<file path="config.mk">
export PLATFORM = sky130hd
export DESIGN_NAME = spi_switch_bridge
export DESIGN_NICKNAME = d
export VERILOG_FILES = /design/src/rtl/spi_switch_bridge.sv
export SDC_FILE = /design/constraint.sdc
export NUM_CORES = 1
export LEC_CHECK = 0
export BUFFER_PORTS_ARGS = -buffer_cell sky130_fd_sc_hd__buf_2
export CORE_MARGIN = 2
export CORE_UTILIZATION = 36
export CTS_CLUSTER_SIZE = 24
export DETAILED_ROUTE_END_ITERATION = 16
export PLACE_DENSITY = 0.62
export RECOVER_POWER = 100
export SYNTH_ARGS = -nofsm -noshare
export SYNTH_HDL_FRONTEND = slang
export SYNTH_SLANG_ARGS = --single-unit
</file>
<file path="constraint.sdc">
create_clock -name clk -period 3.69 [get_ports clk]
set_clock_uncertainty 0.2 [all_clocks]
set_input_delay 0.369 -clock clk [delete_from_list [all_inputs] [get_ports clk]]
set_output_delay 0.369 -clock clk [all_outputs]
set_load 0.03 [all_outputs]
</file>
<file path="src/rtl/spi_switch_bridge.sv">
module spi_switch_bridge #(
  parameter int HALF_DIV  = 2,
  parameter int MAX_POLLS = 16,
  parameter int NDATA     = 8
) (
  input  logic       clk,
  input  logic       rst_n,
  input  logic       reg_wr,
  input  logic [7:0] reg_addr,
  input  logic [7:0] reg_wdata,
  output logic [7:0] reg_rdata,
  output logic       spi_cs_n,
  output logic       spi_sck,
  output logic       spi_mosi,
  input  logic       spi_miso
);
  localparam int HW = $clog2(HALF_DIV + 1);
  localparam int PW = $clog2(MAX_POLLS + 1);
  localparam int OW = $clog2(NDATA);
  localparam int BW = $clog2(2 * NDATA + 2);
  localparam logic [7:0] A_PAGE = 8'h1A, A_ADDR = 8'h1B, A_OFF = 8'h1C;
  localparam logic [7:0] A_RCNT = 8'h1D, A_WCNT = 8'h1E, A_STAT = 8'h1F, A_DATA = 8'h20;
  localparam logic [7:0] CMD_WR = 8'h61, CMD_RD = 8'h60, SW_STS = 8'hFE, SW_DATA = 8'hF0;

  typedef enum logic [1:0] {S_IDLE, S_XFER, S_GAP} state_t;
  typedef enum logic [1:0] {K_WR, K_REQ, K_POLL, K_DATA} kind_t;

  state_t state;
  kind_t  kind;
  logic [7:0] page_q, addr_q, rcnt_q, wcnt_q, tx_sh, rx_sh, tx_next;
  logic [OW-1:0] off_q;
  logic [7:0] data_q [NDATA];
  logic fr_err, ack_err, cnt_err, sck_q, cs_n_q;
  logic [BW-1:0] byte_idx, frame_len, nidx, ridx;
  logic [2:0] bit_idx;
  logic [HW-1:0] half_q;
  logic [PW-1:0] poll_q;

  wire busy     = state != S_IDLE;
  wire host_ok  = reg_wr && !busy;
  wire in_data  = reg_addr >= A_DATA && reg_addr < A_DATA + 8'(NDATA);
  wire cnt_bad  = reg_wdata == 8'd0 || reg_wdata > 8'(NDATA);
  wire half_end = half_q == HW'(HALF_DIV - 1);
  wire last_byte = byte_idx == frame_len - BW'(1);
  wire rx_keep  = kind == K_DATA && byte_idx >= BW'(2) + BW'(off_q);

  assign spi_cs_n = cs_n_q;
  assign spi_sck  = sck_q;
  assign spi_mosi = tx_sh[7];
  assign nidx     = byte_idx + BW'(1);
  assign ridx     = byte_idx - BW'(2) - BW'(off_q);

  always_comb begin
    case (kind)
      K_WR:    frame_len = BW'(3) + BW'(wcnt_q);
      K_DATA:  frame_len = BW'(2) + BW'(off_q) + BW'(rcnt_q);
      default: frame_len = BW'(3);
    endcase
    tx_next = 8'h00;
    case (kind)
      K_WR:    tx_next = (nidx == BW'(1)) ? page_q : (nidx == BW'(2)) ? addr_q
                       : data_q[OW'(nidx - BW'(3))];
      K_REQ:   tx_next = (nidx == BW'(1)) ? page_q : (nidx == BW'(2)) ? addr_q : 8'h00;
      K_POLL:  tx_next = (nidx == BW'(1)) ? SW_STS : 8'h00;
      K_DATA:  tx_next = (nidx == BW'(1)) ? SW_DATA : 8'h00;
    endcase
  end

  always_comb begin
    reg_rdata = 8'h00;
    if (in_data) reg_rdata = data_q[reg_addr[OW-1:0]];
    else case (reg_addr)
      A_PAGE: reg_rdata = page_q;
      A_ADDR: reg_rdata = addr_q;
      A_OFF:  reg_rdata = 8'(off_q);
      A_RCNT: reg_rdata = rcnt_q;
      A_WCNT: reg_rdata = wcnt_q;
      A_STAT: reg_rdata = {4'b0, cnt_err, ack_err, fr_err, busy};
      default: reg_rdata = 8'h00;
    endcase
  end

  always_ff @(posedge clk or negedge rst_n) begin
    if (!rst_n) begin
      state <= S_IDLE; kind <= K_WR;
      page_q <= '0; addr_q <= '0; off_q <= '0; rcnt_q <= '0; wcnt_q <= '0;
      for (int i = 0; i < NDATA; i++) data_q[i] <= '0;
      fr_err <= 1'b0; ack_err <= 1'b0; cnt_err <= 1'b0;
      sck_q <= 1'b1; cs_n_q <= 1'b1; tx_sh <= '0; rx_sh <= '0;
      byte_idx <= '0; bit_idx <= '0; half_q <= '0; poll_q <= '0;
    end else begin
      case (state)
        S_IDLE: if (host_ok) begin
          if (in_data) data_q[reg_addr[OW-1:0]] <= reg_wdata;
          case (reg_addr)
            A_PAGE: page_q <= reg_wdata;
            A_ADDR: addr_q <= reg_wdata;
            A_OFF:  off_q  <= reg_wdata[OW-1:0];
            A_RCNT, A_WCNT: begin
              if (reg_addr == A_WCNT) wcnt_q <= reg_wdata; else rcnt_q <= reg_wdata;
              fr_err <= 1'b0; ack_err <= 1'b0; cnt_err <= cnt_bad;
              if (!cnt_bad) begin
                state <= S_XFER; kind <= (reg_addr == A_WCNT) ? K_WR : K_REQ;
                tx_sh <= (reg_addr == A_WCNT) ? CMD_WR : CMD_RD;
                cs_n_q <= 1'b0; sck_q <= 1'b0;
                byte_idx <= '0; bit_idx <= '0; half_q <= '0;
              end
            end
            default: ;
          endcase
        end
        S_GAP: begin
          half_q <= half_end ? '0 : half_q + HW'(1);
          if (half_end) begin
            state <= S_XFER; tx_sh <= CMD_RD; cs_n_q <= 1'b0; sck_q <= 1'b0;
            byte_idx <= '0; bit_idx <= '0;
          end
        end
        default: begin
          half_q <= half_end ? '0 : half_q + HW'(1);
          if (half_end) begin
            if (!sck_q) begin
              sck_q <= 1'b1;
              rx_sh <= {rx_sh[6:0], spi_miso};
            end else if (bit_idx != 3'd7) begin
              sck_q <= 1'b0; bit_idx <= bit_idx + 3'd1;
              tx_sh <= {tx_sh[6:0], 1'b0};
            end else begin
              bit_idx <= '0;
              if (rx_keep) data_q[OW'(ridx)] <= rx_sh;
              if (!last_byte) begin
                sck_q <= 1'b0; byte_idx <= nidx; tx_sh <= tx_next;
              end else begin
                cs_n_q <= 1'b1;
                case (kind)
                  K_REQ: begin kind <= K_POLL; poll_q <= PW'(1); state <= S_GAP; end
                  K_POLL:
                    if (rx_sh[1]) begin fr_err <= 1'b1; state <= S_IDLE; end
                    else if (rx_sh[0]) begin kind <= K_DATA; state <= S_GAP; end
                    else if (poll_q == PW'(MAX_POLLS)) begin ack_err <= 1'b1; state <= S_IDLE; end
                    else begin poll_q <= poll_q + PW'(1); state <= S_GAP; end
                  default: state <= S_IDLE;
                endcase
              end
            end
          end
        end
      endcase
    end
  end


  cs_idle_chk: assert property (@(posedge clk) disable iff (!rst_n) spi_cs_n |-> spi_sck);

  busy_cs_chk: assert property (@(posedge clk) disable iff (!rst_n) !spi_cs_n |-> busy);

  cnt_quiet_chk: assert property (@(posedge clk) disable iff (!rst_n) $rose(cnt_err) |-> spi_cs_n && !busy);

  poll_bound_chk: assert property (@(posedge clk) disable iff (!rst_n) poll_q <= PW'(MAX_POLLS));

  err_single_chk: assert property (@(posedge clk) disable iff (!rst_n) $onehot0({fr_err, ack_err, cnt_err}));

  busy_hold_chk: assert property (@(posedge clk) disable iff (!rst_n)
    busy && reg_wr && reg_addr == A_PAGE |=> $stable(page_q));
endmodule

</file>
==> summary.md <==
| Metric | Value |
|---|---|
| Largest net degree at the start of global routing | `between 50 and 60` |
| Total gr overflow | `0` |
| Initial Utilization | `between 30% and 40%` |
| Async set or reset register ratio after synthesis | `100%` |
| CTS tree | `yes` |
| H-tree depth | `4` |
| Vias in the first global route | `7300` |
| Initial DRC count | `a little under 1k` |
| Final non-filler cell total | `roughly 1.2k` |
| Period minus WS final | `3.54 ns` |
| Cell area power density | `between 400 and 500 nW/um^2` |
| First-pass GRT wire length | `roughly 43 mm` |
| Yosys warns | `0` |
| Via density | `just over 6` |
| Vias | `slightly above 7k` |
| Main flop type after synthesis | `dfrtp_1` |
| Worst skew pair latency | `0.43 ns` |
| Mapped Area | `8860 um^2` |
| Number of synthesized flops with an enable pin | `0` |
| Io pins | `31` |
| Mean area per synthesized cell | `between 10 and 15 um^2` |
| Die Y | `161 um` |
| CTS Root Cell | `clkbuf_16` |
| Clock sink count | `approximately 140` |
| Setup WS post-layout | `~0.15 ns` |
| Commonest non-fill, non-tap cells in the layout | `dfrtp_1, mux2_2, o22ai_1, nand2_1, nor2_1` |
| Post-layout util | `about two fifths` |
| GRT Util Overall | `around 22%` |
| Area growth syn-to-layout | `14.3%` |
| MaxCap Viol Count | `0` |
| Cell variety after synth | `~80` |
| Wirelength per Cell | `about 23 um` |
| ANT cells | `0` |
| Port Buffers | `30` |
| Layout net count | `910` |
| Critical path class | `reg -> reg` |
| Commonest non-fill, non-tap cell in the layout | `dfrtp_1` |
| Bufs and invs on worst path | `2` |
| Post-detail-place hpwl | `19.4 mm` |
| Period utilization | `a little over nine tenths` |
| Max Buffers Root-to-Sink | `2` |
| Relative slew slack | `around 5.7%` |
| Worst hold margin | `0.112 ns` |
| Crit path capture type | `flip-flop` |
| Area of the core | `24200 um^2` |
| Final ANT Viol Nets | `0` |
| Routed WL | `~27 mm` |
| Sequential share of the synthesized area | `between 30% and 40%` |
| Startpoint class of the critical path | `flip-flop` |
| Crit-path slowest cell | `fa_1` |
| Outcome | `complete, no violations` |
| Critical Path RT | `about 3.8 ns` |
| Cells along the critical path | `ha_1, fa_1, a21oi_1, o21ai_2, inv_1, ha_1, xnor2_1, xnor2_1, clkbuf_4, and3_4, and4b_1, or3_4, mux2_4` |
| Gate count of the mapped netlist | `805` |
| Worst Path Arrival | `between 3 and 4 ns` |
| Total CTS buffers | `17` |
| CP max FO | `9` |
| Top delay family on crit path | `adder cells` |
| Peak supply drop | `roughly 0.00037 V` |
| Hold WC Path Type | `in -> reg` |
| Placed cell count | `between 1k and 1.5k` |
| Post-synthesis register bit count | `around 140` |
| Share of layout cells above drive strength 1 | `a little under a third` |
| Max incr delay on CP | `0.50 ns` |
| # DRC | `0` |
| Antenna violations before repair | `0` |
| Final hold viol count | `0` |
| Final setup viols | `0` |
| RSZ-0062 raised after global routing | `false` |
| Chip width | `161 um` |
| Max Freq | `282 MHz` |
| Fin Setup TNS | `0 ns` |
| Worst-margin pin slew | `1.41 ns` |
| Dpl ws | `around 0.0071 ns` |
| Worst R2R Setup Slack | `roughly 0.15 ns` |
| Die area | `25900 um^2` |
| Fin. max-slew vios | `0` |
| First-pass DRT Iterations | `5` |
| Clock transition at path regs | `~0.060 ns` |
| Row cnt | `57` |
| Leak | `4.42 nW` |
| Gpl congestion | `0.897` |
| Syn nets | `851` |
## cell type report
| class | count | area [um^2] |
|---|---|---|
| flip-flops and latches | 139 | 3480 |
| well taps | 324 | 405 |
| fillers | 2327 | 14100 |
| multi-input cells | 602 | 5080 |
| clock inverters | 13 | 143 |
| clock buffers | 19 | 433 |
| inverters | 29 | 109 |
| repair buffers | 75 | 473 |
## synth_stat cells (7+ instances only)
| cell type | number | share of area, % |
|---|---|---|
| nor2_1 | 45 | 1.9 |
| mux4_2 | 35 | 8.9 |
| xor2_1 | 7 | 0.69 |
| nand3_1 | 17 | 0.96 |
| or2_2 | 7 | 0.49 |
| ha_1 | 25 | 3.5 |
| mux2i_1 | 16 | 1.8 |
| o22ai_1 | 74 | 5.2 |
| and3_1 | 8 | 0.57 |
| inv_1 | 27 | 1.1 |
| nand2_1 | 70 | 3.0 |
| a31oi_1 | 8 | 0.57 |
| o31ai_1 | 8 | 0.68 |
| o21ai_0 | 19 | 1.1 |
| a21oi_1 | 27 | 1.5 |
| clkbuf_1 | 16 | 0.68 |
| xnor2_1 | 8 | 0.79 |
| mux2_2 | 110 | 14 |
| dfrtp_1 | 137 | 39 |
| nor2b_1 | 8 | 0.57 |
| buf_1 | 7 | 0.30 |
## metrics by stage
stage	cell area (um^2)	total power, mW
after global placement	9560	2.87
after floorplan	8860	2.47
after detailed placement	9560	2.88
after global routing	10100	4.80
after CTS	10200	4.61
final	10100	4.60
## per-layer routing
metal / track usage, % / vias up / share of wire, %
li1: - / 3217 / -
met1: 30.3 / 3722 / 43
met2: 33.5 / 294 / 47
met3: 4.03 / 45 / 6.7
met4: 8.08 / 0 / 2.9
met5: 0 / - / 0
## cells by family (layout without fill, tap and decap cells)
group           after synthesis  after routing  synth area share, %
compound gates              198            198                 15.1
xor+xnor                     16             16                 1.75
flops                       139            139                 39.3
fa+ha+maj                    26             26                 3.76
buf+inv                      64            136                 3.55
mux                         166            166                 25.6
simple gates                196            196                 10.9
## report_power, final
group          total (mW)  internal [mW]  switching [mW]  leakage, nW
registers            1.68           1.60          0.0843         1.88
clock network        1.72          0.999           0.719        0.266
logic                1.20          0.449           0.756         2.27
## worst reg2reg max path: stages, from the launching register on
cell	delay [ns]
dfrtp_1	0.41
ha_1	0.24
fa_1	0.50
a21oi_1	0.08
o21ai_2	0.10
inv_1	0.07
ha_1	0.21
xnor2_1	0.14
xnor2_1	0.16
clkbuf_4	0.16
and3_4	0.20
and4b_1	0.19
or3_4	0.44
mux2_4	0.32
## flip-flops by register name, indices dropped and copies added (netlist names)
| signal | count |
|---|---|
| wcnt_q | 8 |
| fr_err | 1 |
| spi_sck | 1 |
| addr_q | 8 |
| ack_err | 1 |
| cnt_err | 1 |
| data_q | 64 |
| off_q | 3 |
| byte_idx | 5 |
| tx_sh | 8 |
| rcnt_q | 8 |
| rx_sh | 8 |
| poll_q | 5 |
| half_q | 2 |
| kind | 2 |
| page_q | 8 |
| bit_idx | 3 |
| spi_cs_n | 1 |
| state | 2 |
## final timing paths
path | end | cells after the start | from
max in group asynchronous | rcnt_q[0] | 3 | rst_n
max | tx_sh[5] | 13 | rcnt_q[0]
min | page_q[7] | 2 | reg_wdata[7]
min reg2reg | bit_idx[1] | 2 | bit_idx[1]
min in group asynchronous | data_q[57] | 2 | rst_n
max reg2reg | tx_sh[5] | 13 | rcnt_q[0]
## timing repair
action                                 4_1_cts  5_1_grt
gates resized for setup                      0       10
hold buffers                                 2        0
setup endpoints to repair                    1       28
endpoints found under the hold margin       48        0
cloned                                       0        0
buffers inserted                             1        0
pin swaps                                    1        1
Note: power is estimated with default switching activity, not from simulation.
